## src/rtl/uart_wake_detector.sv

```systemverilog
module uart_wake_detector #(
  parameter int CLKS_PER_BIT = 8,
  parameter int DATA_BITS    = 8,
  parameter logic [7:0] DUMMY_BYTE = 8'h00
) (
  input  logic       clk,
  input  logic       rst_n,
  input  logic       rx_in,
  input  logic       arm_wr,
  input  logic       arm_wdata,
  output logic       arm_q,
  input  logic       rd_strobe,
  output logic       irq_flag,
  output logic [7:0] rx_data,
  output logic       rx_idle
);
  localparam int CW   = (CLKS_PER_BIT > 1) ? $clog2(CLKS_PER_BIT) : 1;
  localparam int HALF = (CLKS_PER_BIT / 2 > 0) ? CLKS_PER_BIT / 2 : 1;
  localparam int BW   = $clog2(DATA_BITS);

  typedef enum logic [1:0] {S_IDLE, S_START, S_DATA, S_STOP} rx_state_t;

  logic rx_s1, rx_s2, rx_d;
  logic armed, woke;
  rx_state_t state;
  logic [CW-1:0] cnt;
  logic [BW-1:0] bitn;
  logic [7:0] shreg;

  wire fall     = rx_d & ~rx_s2;
  wire rise     = ~rx_d & rx_s2;
  wire arm_set  = arm_wr & arm_wdata & rx_idle;
  wire wake     = armed & ~woke & fall;
  wire frame_ok = (state == S_STOP) && (cnt == '0);

  assign rx_idle = (state == S_IDLE);
  assign arm_q   = armed;

  always_ff @(posedge clk or negedge rst_n) begin
    if (!rst_n) begin
      rx_s1 <= 1'b1;
      rx_s2 <= 1'b1;
      rx_d  <= 1'b1;
    end else begin
      rx_s1 <= rx_in;
      rx_s2 <= rx_s1;
      rx_d  <= rx_s2;
    end
  end

  always_ff @(posedge clk or negedge rst_n) begin
    if (!rst_n) begin
      armed <= 1'b0;
      woke  <= 1'b0;
    end else if (armed && woke && rise) begin
      armed <= 1'b0;
      woke  <= 1'b0;
    end else begin
      if (wake) woke <= 1'b1;
      if (arm_wr && rx_idle) begin
        armed <= arm_wdata;
        if (!arm_wdata) woke <= 1'b0;
      end
    end
  end

  always_ff @(posedge clk or negedge rst_n) begin
    if (!rst_n) begin
      state <= S_IDLE;
      cnt   <= '0;
      bitn  <= '0;
      shreg <= '0;
    end else begin
      case (state)
        S_IDLE:
          if (fall && !armed && !arm_set) begin
            state <= S_START;
            cnt   <= CW'(HALF - 1);
          end
        S_START:
          if (cnt == '0) begin
            if (!rx_s2) begin
              state <= S_DATA;
              cnt   <= CW'(CLKS_PER_BIT - 1);
              bitn  <= '0;
            end else begin
              state <= S_IDLE;
            end
          end else begin
            cnt <= cnt - 1'b1;
          end
        S_DATA:
          if (cnt == '0) begin
            shreg <= {rx_s2, shreg[7:1]};
            cnt   <= CW'(CLKS_PER_BIT - 1);
            if (bitn == BW'(DATA_BITS - 1)) state <= S_STOP;
            else bitn <= bitn + 1'b1;
          end else begin
            cnt <= cnt - 1'b1;
          end
        S_STOP:
          if (cnt == '0) state <= S_IDLE;
          else cnt <= cnt - 1'b1;
        default: state <= S_IDLE;
      endcase
    end
  end

  always_ff @(posedge clk or negedge rst_n) begin
    if (!rst_n) begin
      irq_flag <= 1'b0;
      rx_data  <= '0;
    end else if (wake) begin
      irq_flag <= 1'b1;
      rx_data  <= DUMMY_BYTE;
    end else if (frame_ok) begin
      irq_flag <= 1'b1;
      rx_data  <= shreg;
    end else if (rd_strobe) begin
      irq_flag <= 1'b0;
    end
  end

  assert_idle_while_armed_R1: assert property (@(posedge clk) disable iff (!rst_n)
    armed |-> rx_idle);
  assert_flag_on_wake_R2: assert property (@(posedge clk) disable iff (!rst_n)
    (armed && !woke && fall) |=> irq_flag);
  assert_autoclear_R3: assert property (@(posedge clk) disable iff (!rst_n)
    (armed && woke && rise) |=> !armed);
  assert_flag_hold_R4: assert property (@(posedge clk) disable iff (!rst_n)
    (irq_flag && !rd_strobe) |=> irq_flag);
  assert_dummy_data_R5: assert property (@(posedge clk) disable iff (!rst_n)
    $rose(woke) |-> (rx_data == DUMMY_BYTE));
  assert_no_early_clear_R6: assert property (@(posedge clk) disable iff (!rst_n)
    (armed && !woke && rise && !arm_wr) |=> armed);
  assert_busy_write_ignored_R7: assert property (@(posedge clk) disable iff (!rst_n)
    (arm_wr && !rx_idle && !armed) |=> !armed);
endmodule

```

## config.mk

```make
export PLATFORM = sky130hd
export DESIGN_NAME = uart_wake_detector
export DESIGN_NICKNAME = d
export VERILOG_FILES = /design/src/rtl/uart_wake_detector.sv
export SDC_FILE = /design/constraint.sdc
export NUM_CORES = 1
export LEC_CHECK = 0
export ABC_AREA = 1
export BUFFER_PORTS_ARGS = -buffer_cell sky130_fd_sc_hd__buf_2
export CAP_MARGIN = 20
export CORE_UTILIZATION = 51
export DETAILED_ROUTE_END_ITERATION = 10
export PLACE_DENSITY = 0.74
export SLEW_MARGIN = 10
export SYNTH_ARGS = -nofsm -noshare
export SYNTH_HDL_FRONTEND = slang
export SYNTH_SLANG_ARGS = --single-unit
export TNS_END_PERCENT = 20
```

## constraint.sdc

```tcl
create_clock -name clk -period 1.5 [get_ports clk]
set_input_delay 0.15 -clock clk [delete_from_list [all_inputs] [get_ports clk]]
set_output_delay 0.15 -clock clk [all_outputs]
set_load 0.05 [all_outputs]
```

==> metrics.yaml <==
finish:
  antenna-diode-count: 0
  drive_gt1_share_pct: 38.30
  seq_area_um2: 757.0
  final_cells: 219
  syn_to_final_growth_pct: 19.15
  multi_input_area_um2: 678.2
  final_cell_mix: "nand2_1, dfrtp_1, inv_1"
  fin_nets: 203
  fill_cells: 236
  final_common_cell: "nand2_1"
placement:
  dp.cells: 206
  gp_congestion: 0.8286
  dp_hpwl_um: 1918
  io_buffers: 16
sta:
  finalCritPeriodShare_pct: 97.05
  min_period_ps: 1456
  slew_headroom_pct: 56.83
  drv_slew: 0
  clock_skew_ps: 11.50
  fmax_ghz: 0.6869
  hold_viol_final: 0
  worstMarginPinSlew_ps: 647.5
  setup_viol: 0
  rsz0062_at_grt: "yes"
  holdWs_ps: 47.99
die:
  die_h_um: 56.17
  core_area_um2: 2758
  die_w_um: 56.17
  dieArea_um2: 3155
  pin_count: 17
  num_rows: 19
  initial_core_util_pct: 54.26
min_path:
  hold_path_startpoint: "rd_strobe"
  hold_path_end: "irq_flag"
  hp-class: "in -> reg"
  min_path_cells: 2
clock_network:
  cts_tree: "yes"
  cts_root_buf: "clkbuf_4"
  clock_sinks: 30
  clockBufferDepth: 2
  h-tree-depth: 2
  clk_pin_slew_ps: 100
  cts_buffers: 5
  clock_latency_ps: 340
worst_setup_path:
  r2r_slack_ps: 40
  arrival_ps: 1690
  rr_startpoint: "state[0]"
  reg2reg_to: "cnt[0]"
  critPathRequiredTime_ps: 1730
  end_kind: "flop"
  crit_type: "reg -> reg"
  critPathLaunchType: "flop"
  worstPathMaxFanout: 5
  rr_worst_depth: 5
power:
  p_total_mw: 3.815
  ir_worst_vdd_mv: 1.281
  power.density_nw_per_um2: 2140
  power.leakage_nw: 0.8895
global_routing:
  grt.total_usage_pct: 19.31
  grt_pass1_vias: 1101
  grt_max_degree: 31
  grt_pass1_wl_um: 4609
  antenna_found_initial: 0
  overflow: 0
routing:
  first_iter_violations: 36
  drc: 0
  postRouteWirelength_um: 2759
  antenna_left: 0
  drt_first_pass_iters: 4
  wire_per_inst_um: 12.60
  vias_per_cell: 5.146
  vias: 1127
synthesis:
  yosys.area_share.simple_pct: 18.90
  synth_area_per_cell_um2: 9.353
  synth_cells: 160
  yosysWarnings: 0
  ys_seq_area_share_pct: 50.42
  synth.ff_latch_count: 30
  synthMuxAreaShare_pct: 0
  synth_cell_types: 23
  synth_compound_area_share_pct: 13.96
  synth_fa_ha_area_share_pct: 8.361
  syn_nets: 176
  synth_top_family_by_area: "simple AND/OR/NAND/NOR gates"
  synth_area_um2: 1496
  synth_xor_area_share_pct: 0.5853
status:
  status: "finished clean"
job:
  cap_viol_max_count: 0
-- power breakdown --
| part | switching (mW) | leakage, nW | internal [mW] |
|---|---|---|---|
| sequential | 0.160 | 0.388 | 1.06 |
| combinational | 1.41 | 0.467 | 0.684 |
| clock | 0.274 | 0.0353 | 0.227 |
-- kinds of logic after synthesis --
group,after synthesis
flip-flops,30
buffers and inverters,27
AND/OR/NAND/NOR,57
XOR/XNOR,1
adder cells (fa/ha/maj),10
AO/OA/AOI/OAI,35
-- timing repair --
item,4_1_cts,5_1_grt
gates cloned,0,0
setup buffers,0,3
hold buffers,2,0
resized for setup,2,26
endpoints found under the setup margin,1,20
pin swaps,0,6
hold endpoints to repair,28,0
-- stage by stage --
stage	instance area [um2]	utilization [%]	setup TNS, ps	setup slack [ps]
after floorplan	1499	-	0	91.17
after global placement	1603	58.12	0	75.60
after detailed placement	1603	58.12	0	25.18
after CTS	1689	61.25	0	12.54
after global routing	1783	64.66	-109.9	-31.95
final	1783	64.66	0	44.19
-- cell type report --
cell class | count | area share, %
clock buffers | 7 | 3.088
inverters | 25 | 5.404
flip-flops and latches | 30 | 42.46
repair buffers | 22 | 8.561
multi-input cells | 103 | 38.04
clock inverters | 1 | 0.2807
well taps | 31 | 2.175
-- sequential cells by signal, summed over array words and instances, names as in the netlist, named ones only --
register	flops
rx_s1	1
bitn	3
state	1
rx_s2	1
shreg	8
rx_data	8
rx_d	1
irq_flag	1
cnt	3
arm_q	1
woke	1
-- per-layer routing --
| metal | vias up | track usage, % | part of all wire [%] |
|---|---|---|---|
| li1 | 561 | - | - |
| met1 | 540 | 22.32 | 42 |
| met2 | 21 | 31.63 | 51 |
| met3 | 5 | 6.977 | 4.9 |
| met4 | 0 | 9.408 | 2.0 |
| met5 | - | 0 | 0 |
-- worst max-delay path: stages (launching register included) --
cell and delay (ps):
dfrtp_2 450, buf_4 150, ha_1 210, or2_2 340, a21oi_2 150, o21ai_1 60
-- cells in the mapped netlist --
| master | instances | area, um2 |
|---|---|---|
| or2_2 | 2 | 12.51 |
| o21ai_2 | 7 | 61.31 |
| dfstp_2 | 3 | 78.83 |
| inv_2 | 1 | 3.750 |
| nand2_1 | 32 | 120.1 |
| ha_1 | 10 | 125.1 |
| nand3_2 | 3 | 30.03 |
| nand3_1 | 1 | 5.000 |
| nor2_1 | 5 | 18.77 |
| nand2_2 | 5 | 31.28 |
| buf_6 | 2 | 22.52 |
| nor2_2 | 3 | 18.77 |
| nand4_1 | 3 | 18.77 |
| dfrtp_1 | 27 | 675.7 |
| nor3_1 | 1 | 5.000 |
| o21ai_1 | 5 | 25.02 |
| xnor2_1 | 1 | 8.760 |
| inv_1 | 24 | 90.09 |
| a21oi_2 | 1 | 8.760 |
| o221ai_1 | 1 | 8.760 |
| nor2_4 | 2 | 22.52 |
| o21ai_0 | 10 | 50.05 |
| a21oi_1 | 11 | 55.05 |
-- how the worst max path moves through the flow --
stage	cells after the start	end	slack, ps	start
final	5	cnt[0]	40	state[0]
after detailed placement	10	state[0]	30	state[0]
after global placement	5	cnt[0]	80	flop
after floorplan	5	cnt[0]	90	state[0]
after global routing	5	cnt[0]	-30	state[0]
after CTS	10	state[0]	10	state[0]
Note: power is estimated with default switching activity, not from simulation.
